--- config.mk ---
export PLATFORM = sky130hd
export DESIGN_NAME = baud_tick_gen
export DESIGN_NICKNAME = d
export VERILOG_FILES = /design/src/rtl/baud_pkg.sv /design/src/rtl/baud_prescale.sv /design/src/rtl/baud_reload_ctr.sv /design/src/rtl/baud_bit_ctr.sv /design/src/rtl/baud_tick_gen.sv
export SDC_FILE = /design/constraint.sdc
export NUM_CORES = 1
export LEC_CHECK = 0
export BUFFER_PORTS_ARGS = -buffer_cell sky130_fd_sc_hd__buf_2
export CAP_MARGIN = 20
export CORE_AREA = 2 2 49 51
export DETAILED_ROUTE_END_ITERATION = 10
export DIE_AREA = 0 0 51 53
export PLACE_DENSITY = 0.87
export SLEW_MARGIN = 20
export SYNTH_ARGS = -nofsm -noshare
export SYNTH_HDL_FRONTEND = slang
export SYNTH_HIERARCHICAL = 1
export SYNTH_SLANG_ARGS = --single-unit
--- constraint.sdc ---
create_clock -name clk_i -period 2.8 [get_ports clk_i]
set_clock_uncertainty 0.15 [all_clocks]
set_input_delay 0.56 -clock clk_i [delete_from_list [all_inputs] [get_ports clk_i]]
set_output_delay 0.56 -clock clk_i [all_outputs]
set_load 0.05 [all_outputs]
--- src/rtl/baud_pkg.sv ---
package baud_pkg;

    // Clock-enable pattern states for the two-thirds prescale
    typedef enum logic [1:0] {
        PS_PASS_A  = 2'd0,
        PS_PASS_B  = 2'd1,
        PS_SWALLOW = 2'd2
    } ps_state_t;

    localparam int unsigned OVS_PER_BIT = 16;

endpackage

--- src/rtl/baud_prescale.sv ---
module baud_prescale
    import baud_pkg::*;
(
    input  logic clk_i,
    input  logic rst_ni,
    input  logic prescale_en_i,
    output logic en_o
);

    ps_state_t state_q, state_d;

    // next-state logic
    always_comb begin
        state_d = PS_PASS_A;
        unique case (state_q)
            PS_PASS_A:  state_d = PS_PASS_B;
            PS_PASS_B:  state_d = PS_SWALLOW;
            PS_SWALLOW: state_d = PS_PASS_A;
            default:    state_d = PS_PASS_A;
        endcase
        if (!prescale_en_i) begin
            state_d = PS_PASS_A;
        end
    end

    // state register
    always_ff @(posedge clk_i or negedge rst_ni) begin
        if (!rst_ni) begin
            state_q <= PS_PASS_A;
        end else begin
            state_q <= state_d;
        end
    end

    // output decode: one clock in three is swallowed when enabled
    always_comb begin
        en_o = 1'b1;
        unique case (state_q)
            PS_PASS_A:  en_o = 1'b1;
            PS_PASS_B:  en_o = 1'b1;
            PS_SWALLOW: en_o = !prescale_en_i;
            default:    en_o = 1'b1;
        endcase
    end

    // after two passed clocks in a row under prescale, the next is swallowed
    a_r3_swallow_third: assert property (@(posedge clk_i) disable iff (!rst_ni)
        (prescale_en_i && $past(prescale_en_i) && en_o && $past(en_o))
            |=> (!prescale_en_i || !en_o));

    // a swallowed clock is never followed by another swallowed clock
    a_r3_no_double_swallow: assert property (@(posedge clk_i) disable iff (!rst_ni)
        !en_o |=> en_o);

endmodule

--- src/rtl/baud_reload_ctr.sv ---
module baud_reload_ctr #(
    parameter int unsigned RELOAD_W = 13
) (
    input  logic                clk_i,
    input  logic                rst_ni,
    input  logic                en_i,
    input  logic [RELOAD_W-1:0] reload_i,
    output logic                ovs_tick_o
);

    logic                half_q;
    logic [RELOAD_W-1:0] cnt_q;
    logic                ovs_q;
    logic                step;
    logic                underflow;

    // divide-by-two stage feeding the reload counter
    assign step      = en_i && half_q;
    assign underflow = step && (cnt_q == '0);

    always_ff @(posedge clk_i or negedge rst_ni) begin
        if (!rst_ni) begin
            half_q <= 1'b0;
            cnt_q  <= '0;
            ovs_q  <= 1'b0;
        end else begin
            if (en_i) begin
                half_q <= !half_q;
            end
            if (underflow) begin
                cnt_q <= reload_i;        // reload value sampled only here
            end else if (step) begin
                cnt_q <= cnt_q - 1'b1;
            end
            ovs_q <= underflow;
        end
    end

    assign ovs_tick_o = ovs_q;

    // counter steps down by one on every non-underflow step
    a_r2_count_down: assert property (@(posedge clk_i) disable iff (!rst_ni)
        (step && cnt_q != '0) |=> (cnt_q == $past(cnt_q) - 1'b1));

    // outside underflow the counter never picks up a new reload value
    a_r5_hold_between_steps: assert property (@(posedge clk_i) disable iff (!rst_ni)
        !step |=> $stable(cnt_q));

    // oversample tick is a single-cycle pulse
    a_r6_single_pulse: assert property (@(posedge clk_i) disable iff (!rst_ni)
        ovs_q |=> !ovs_q);

endmodule

--- src/rtl/baud_bit_ctr.sv ---
module baud_bit_ctr #(
    parameter int unsigned OVS = baud_pkg::OVS_PER_BIT
) (
    input  logic clk_i,
    input  logic rst_ni,
    input  logic ovs_tick_i,
    output logic bit_tick_o
);

    localparam int unsigned IW = (OVS > 1) ? $clog2(OVS) : 1;
    localparam logic [IW-1:0] LAST = IW'(OVS - 1);

    logic [IW-1:0] idx_q;

    always_ff @(posedge clk_i or negedge rst_ni) begin
        if (!rst_ni) begin
            idx_q <= '0;
        end else if (ovs_tick_i) begin
            if (idx_q == LAST) begin
                idx_q <= '0;
            end else begin
                idx_q <= idx_q + 1'b1;
            end
        end
    end

    assign bit_tick_o = ovs_tick_i && (idx_q == LAST);

    // phase counter only moves on an oversample tick
    a_r4_phase_hold: assert property (@(posedge clk_i) disable iff (!rst_ni)
        !ovs_tick_i |=> $stable(idx_q));

endmodule

--- src/rtl/baud_tick_gen.sv ---
module baud_tick_gen
    import baud_pkg::*;
#(
    parameter int unsigned RELOAD_W = 13,
    parameter int unsigned OVS      = OVS_PER_BIT
) (
    input  logic                clk_i,
    input  logic                rst_ni,
    input  logic [RELOAD_W-1:0] reload_i,
    input  logic                prescale_en_i,
    output logic                ovs_tick_o,
    output logic                bit_tick_o
);

    logic clk_en;

    baud_prescale u_prescale (
        .clk_i         (clk_i),
        .rst_ni        (rst_ni),
        .prescale_en_i (prescale_en_i),
        .en_o          (clk_en)
    );

    baud_reload_ctr #(
        .RELOAD_W (RELOAD_W)
    ) u_reload_ctr (
        .clk_i      (clk_i),
        .rst_ni     (rst_ni),
        .en_i       (clk_en),
        .reload_i   (reload_i),
        .ovs_tick_o (ovs_tick_o)
    );

    baud_bit_ctr #(
        .OVS (OVS)
    ) u_bit_ctr (
        .clk_i      (clk_i),
        .rst_ni     (rst_ni),
        .ovs_tick_i (ovs_tick_o),
        .bit_tick_o (bit_tick_o)
    );

    // a bit tick always coincides with an oversample tick
    a_r4_bit_on_ovs: assert property (@(posedge clk_i) disable iff (!rst_ni)
        bit_tick_o |-> ovs_tick_o);

    // bit tick is a single-cycle pulse
    a_r6_bit_single: assert property (@(posedge clk_i) disable iff (!rst_ni)
        bit_tick_o |=> !bit_tick_o);

endmodule

==> flow_summary.yaml, run 1 <==
pwr:
  leakage_nw: 0.594
  power_density_mw_per_mm2: 770
  clkPwrFrac_pct: 14.7
  comb_power_share_pct: 36.6
  ir_drop_uv: 594
  switching_share_pct: 38.9
  p_sw_mw: 0.384
  intPower_mw: 0.604
  seqPwrFrac_pct: 48.6
detailed_routing:
  drc_errors: 0
  vias: 977
  wl_um: 2330
  drtPass1Iterations: 4
  routedWlPerCell_um: 14.4
  ant_nets: 0
  drtIter0Drc: 25
  via_per_inst: 6.03
worst_setup_path:
  max_stage_delay_ns: 0.67
  worstPathCellList: "or4_4, or4_1, o311a_1"
  startpoint_type: "flop"
  reg2reg_depth: 3
  path_buf_inv: 0
  end_kind: "flop"
  worst_ep_arrival_time_ns: 2.37
  critPathKind: "reg -> reg"
  cpMaxStageDelayCell: "or4_1"
  critical_path_depth: 3
  critPathTopFamily: "simple AND/OR/NAND/NOR gates"
  cp_max_fo: 7
  cp.required_ns: 2.85
grt:
  antenna_found_initial: 0
  grtUsageTotal_pct: 19.7
  overflow: 0
  grt_pass1_wl_um: 3880
  grt_pass1_vias: 890
  grt_start_max_net_pins: 22
layout:
  final_common_cell: "dfrtp_1"
  fillCellCount: 192
  final_util_pct: 59.8
  antennaDiodeCount: 0
  final_cell_mix: "21 x dfrtp_1, 17 x buf_2, 9 x nand2_1"
  nets: 153
  multi_input_area_um2: 586
  syn_to_final_growth_pct: 11.5
  drive_above_1_share_pct: 21.6
  seqCellArea_um2: 526
die:
  io_pins: 18
  coreArea_mm2: 0.00215
  die_area_mm2: 0.00270
  die_w_um: 51
  start_util_pct: 53.6
  rows: 17
  die_h_um: 53
cts:
  clk_path_buf_depth: 2
  postCtsHoldBufs: 0
  cts_setup_buffers: 0
  tritoncts: "done"
  cts.htree.levels: 1
  post_cts_resized: 0
  cts_made_buffers: 3
  clk_latency_ns: 0.31
  cts_root_buffer: "clkbuf_4"
  clkSinkCount: 21
  clk_pin_slew_worst_paths_ns: 0.11
synth:
  syn_inst: 116
  synth_nets: 134
  yosysSeqAreaShare_pct: 45.7
  synthFlopType: "dfrtp_1"
  synth_warnings: 6
  ys_seq_elements: 21
  synth_edf_count: 0
  avgSynthCellArea_um2: 9.92
  async_reset_ff_share_pct: 100
  synth.distinct_cells: 41
  netlist_area_mm2: 0.00115
sta:
  setup_viol: 0
  timing.fmax_mhz: 432
  worst_slew_pin_slew_ns: 0.644
  rsz0062_at_grt: "false"
  slew_violations: 0
  fin_crit_sh_pct: 82.7
  layout_setup_ws_ns: 0.485
  hold_viol_final: 0
  min_period_ns: 2.31
  tns_ns: 0
  timing.slew.headroom_pct: 56.6
run:
  cap_violations: 0
placement:
  portBuffers: 17
  dp_slack_ns: 0.511
  dp_hpwl_um: 1680
  place.gp.congestion: 0.827
run_status:
  outcome: "complete, no violations"
worst_hold_path:
  min_path_type: "in -> async"
-- worst reg2reg max path: stages (launching register included) --
cell     delay, ns
dfrtp_1       0.46
or4_4         0.59
or4_1         0.67
o311a_1       0.34
-- synthesized netlist by cell type (2+ instances only) --
library cell	number	area, um2
a21oi_1	4	20.0
a41oi_1	2	17.5
and2_1	2	12.5
and3_1	2	12.5
buf_2	2	10.0
dfrtp_1	21	526
ha_1	2	25.0
inv_1	7	26.3
mux2_2	2	22.5
mux2i_1	2	20.0
nand2_1	9	33.8
nand2b_1	2	12.5
nand3_1	3	15.0
nand3b_1	2	15.0
nor2_1	6	22.5
nor2b_1	2	12.5
nor3_1	3	15.0
nor4_1	6	37.5
o21ai_0	4	20.0
o22a_1	2	17.5
o311a_1	2	20.0
o31ai_1	5	37.5
or3_1	3	18.8
or4_1	3	22.5
or4_4	2	22.5
-- power by group through the flow --
| stage | Clock, mW | Sequential, mW | Combinational [mW] |
|---|---|---|---|
| final | 0.146 | 0.481 | 0.362 |
| after floorplan | 0 | 0.457 | 0.296 |
| after CTS | 0.153 | 0.476 | 0.359 |
| after global routing | 0.166 | 0.492 | 0.412 |
| after detailed placement | 0 | 0.482 | 0.356 |
| after global placement | 0 | 0.474 | 0.344 |
-- final cells by class --
class	instances	share of cell area, %
flip-flops and latches	21	40.9
well taps	28	2.73
repair buffers	17	6.63
multi-input cells	85	45.6
clock buffers	4	2.05
inverters	7	2.05
-- per-layer routing --
metal  GRT usage (%)  share of wire, %  wire, um
met5               0                 0         0
met4            9.01               1.7        39
met3            3.67               6.2       145
met2            32.5                50      1160
met1            25.1                42       980
-- metrics by stage --
step	cell area (um2)	instances	hold WS [ns]	power, mW
2_1_floorplan	1150	116	0.114	0.753
3_3_place_gp	1260	158	0.294	0.818
3_5_place_dp	1260	158	0.299	0.838
4_1_cts	1280	162	0.0427	0.988
5_1_grt	1280	162	0.0559	1.07
6_report	1280	162	0.0318	0.988
-- logic make-up after synthesis --
family                   synth area share (%)
adder cells (fa/ha/maj)                  2.17
AO/OA/AOI/OAI                            15.1
AND/OR/NAND/NOR                          28.4
buffers and inverters                    3.48
flip-flops                               45.7
XOR/XNOR                                 1.52
multiplexers                             3.70
-- registers in the layout, indices dropped and copies added (netlist names) --
signal and count:
u_reload_ctr/cnt_q 13, u_bit_ctr/idx_q 4, u_prescale/state_q 2, u_reload_ctr/half_q 1
u_reload_ctr/ovs_tick_o 1
-- final timing paths --
path,from,to,slack [ns]
min in group clk_i,u_prescale/state_q[0],u_prescale/state_q[0],0.31
max reg2reg,u_reload_ctr/cnt_q[8],u_reload_ctr/cnt_q[3],0.49
max,u_reload_ctr/cnt_q[8],u_reload_ctr/cnt_q[3],0.49
max in group asynchronous,rst_ni,u_reload_ctr/cnt_q[12],2.15
min reg2reg,u_prescale/state_q[0],u_prescale/state_q[0],0.31
min,rst_ni,u_reload_ctr/ovs_tick_o,0.03
No activity file was read; power rests on OpenSTA's default activity.
==> inputs of run 2 (changes only) <==
--- a/config.mk
+++ b/config.mk
@@ -7,10 +7,10 @@
 export LEC_CHECK = 0
 export BUFFER_PORTS_ARGS = -buffer_cell sky130_fd_sc_hd__buf_2
 export CAP_MARGIN = 20
-export CORE_AREA = 2 2 49 51
+export CORE_AREA = 2 2 52 54
 export DETAILED_ROUTE_END_ITERATION = 10
-export DIE_AREA = 0 0 51 53
-export PLACE_DENSITY = 0.87
+export DIE_AREA = 0 0 54 56
+export PLACE_DENSITY = 0.82
 export SLEW_MARGIN = 20
 export SYNTH_ARGS = -nofsm -noshare
 export SYNTH_HDL_FRONTEND = slang
==> constraint.sdc (replaced) <==
create_clock -name clk_i -period 1.9 [get_ports clk_i]
set_clock_uncertainty 0.15 [all_clocks]
set_input_delay 0.38 -clock clk_i [delete_from_list [all_inputs] [get_ports clk_i]]
set_output_delay 0.38 -clock clk_i [all_outputs]
set_load 0.05 [all_outputs]
==> flow_summary.yaml, run 2 (synthesis gave the netlist of run 1 again) <==
worst_hold_path:
  min_path_type: "in -> reg"
  holdCritStartpoint: "reload_i[2]"
pwr:
  fin_total_pwr_mw: 1.91
  ir_drop_uv: 1010
  power_density_mw_per_mm2: 1130
  leakage_nw: 0.782
grt:
  antenna_found_initial: 0
  grt_pass1_wl_um: 4770
  grtUsageTotal_pct: 20.9
  grt_start_max_net_pins: 22
  grt_pass1_vias: 1075
  overflow: 0
worst_setup_path:
  worstPathCellList: "or4_4, buf_4, nor4_1, buf_4, or3_1, o311a_1"
  worst_ep_arrival_time_ns: 2.20
  r2r-start: "u_reload_ctr/cnt_q[10]"
  critPathTopFamily: "simple AND/OR/NAND/NOR gates"
  startpoint_type: "flop"
  path_buf_inv: 2
  end_kind: "flop"
  worstSetupStartpoint: "u_reload_ctr/cnt_q[10]"
  cp_max_fo: 3
  cp.required_ns: 2.00
  critPathKind: "reg -> reg"
  cpMaxStageDelayCell: "or4_4"
  cpMostUsedCell: "buf_4"
  max_stage_delay_ns: 0.55
placement:
  place.gp.congestion: 0.849
  dp_hpwl_um: 2020
  dpl.cell_count: 187
  portBuffers: 17
  place_area_mm2: 0.00149
layout:
  layout.cells.non_filler: 199
  reg.largest.list: "u_reload_ctr/cnt_q (13), u_bit_ctr/idx_q (4), u_prescale/state_q (2)"
  drive_above_1_share_pct: 49.1
  final_util_pct: 69.7
  syn_to_final_growth_pct: 47.3
  fin_area_mm2: 0.00170
  top_register: "u_reload_ctr/cnt_q"
  largest_reg_flops: 13
  final_cell_mix: "32 x buf_4, 21 x dfrtp_1, 16 x buf_2"
  antennaDiodeCount: 0
  nets: 188
  final_common_cell: "buf_4"
detailed_routing:
  routedWlPerCell_um: 15.6
  wl_um: 3110
  vias: 1130
  drc_errors: 0
  drtIter0Drc: 23
  drtPass1Iterations: 4
  via_per_inst: 5.68
  ant_nets: 0
sta:
  worst_slew_pin_slew_ns: 0.466
  timing.fmax_mhz: 475
  hold_viol_final: 0
  rsz0062_at_grt: "true"
  slew_violations: 0
  fin_crit_sh_pct: 111
  setup_viol: 11
  timing.slew.headroom_pct: 68.9
  layout_setup_ws_ns: -0.204
  min_period_ns: 2.10
cts:
  cts_root_buffer: "clkbuf_4"
  clk_pin_slew_worst_paths_ns: 0.13
  clkSinkCount: 21
  cts.htree.levels: 1
  tritoncts: "done"
  cts_made_buffers: 3
  clk_latency_ns: 0.31
  clk_path_buf_depth: 2
die:
  start_util_pct: 47.3
  die_w_um: 54
  rows: 18
  die_h_um: 56
  die_area_mm2: 0.00302
  coreArea_mm2: 0.00243
  io_pins: 18
run:
  cap_violations: 0
run_status:
  failed_checks: "negative setup slack"
  outcome: "finished, violations left"
## run 2: worst reg2reg max path: cells and delay by family, from the launching register on
| kind | cells | cell delay, ns |
|---|---|---|
| AO/OA/AOI/OAI | 1 | 0.17 |
| flip-flops | 1 | 0.40 |
| buffers and inverters | 2 | 0.35 |
| AND/OR/NAND/NOR | 3 | 0.99 |
## run 2: worst paths after layout
path	endpoint	slack, ns	cells past startpoint
max	u_reload_ctr/cnt_q[5]	-0.20	6
min	u_reload_ctr/cnt_q[2]	0.13	3
max reg2reg	u_reload_ctr/cnt_q[5]	-0.20	6
min reg2reg	u_prescale/state_q[0]	0.32	1
max in group asynchronous	u_reload_ctr/cnt_q[11]	0.89	2
min in group asynchronous	u_reload_ctr/cnt_q[2]	0.39	2
## run 2: area by class of cell
cell class	count	area (um2)
clock buffers	4	26.3
well taps	30	37.5
inverters	7	26.3
multi-input cells	85	716
repair buffers	52	364
fillers	182	737
flip-flops and latches	21	526
## run 2: per-stage QoR
stage	TNS, ns	hold WS (ns)	worst slack (ns)
after floorplan	-0.684	-0.0656	-0.180
after global placement	-0.747	0.200	-0.171
after detailed placement	-1.05	0.216	-0.232
after CTS	-1.19	0.125	-0.202
after global routing	-1.97	0.136	-0.240
final	-1.41	0.125	-0.204
## run 2: layer usage
layer | vias up | global-route usage, % | part of all wire [%]
met1 | 550 | 26.8 | 41
met4 | 0 | 7.50 | 1.6
li1 | 546 | - | -
met2 | 29 | 35.0 | 54
met5 | - | 0 | 0
met3 | 5 | 2.69 | 3.4
## run 2: report_power, final
part           leakage, nW  internal (mW)  switching, mW  total (mW)
clock network       0.0150         0.0818          0.143       0.225
registers            0.261          0.561         0.0905       0.652
logic                0.506          0.515          0.517        1.03
## run 2: what timing repair did
| item | 4_1_cts | 5_1_grt |
|---|---|---|
| buffers inserted | 7 | 1 |
| pin swaps | 6 | 2 |
| hold endpoints to repair | 21 | 0 |
| hold buffers | 1 | 0 |
| endpoints found under the setup margin | 9 | 14 |
| resized for setup | 12 | 15 |
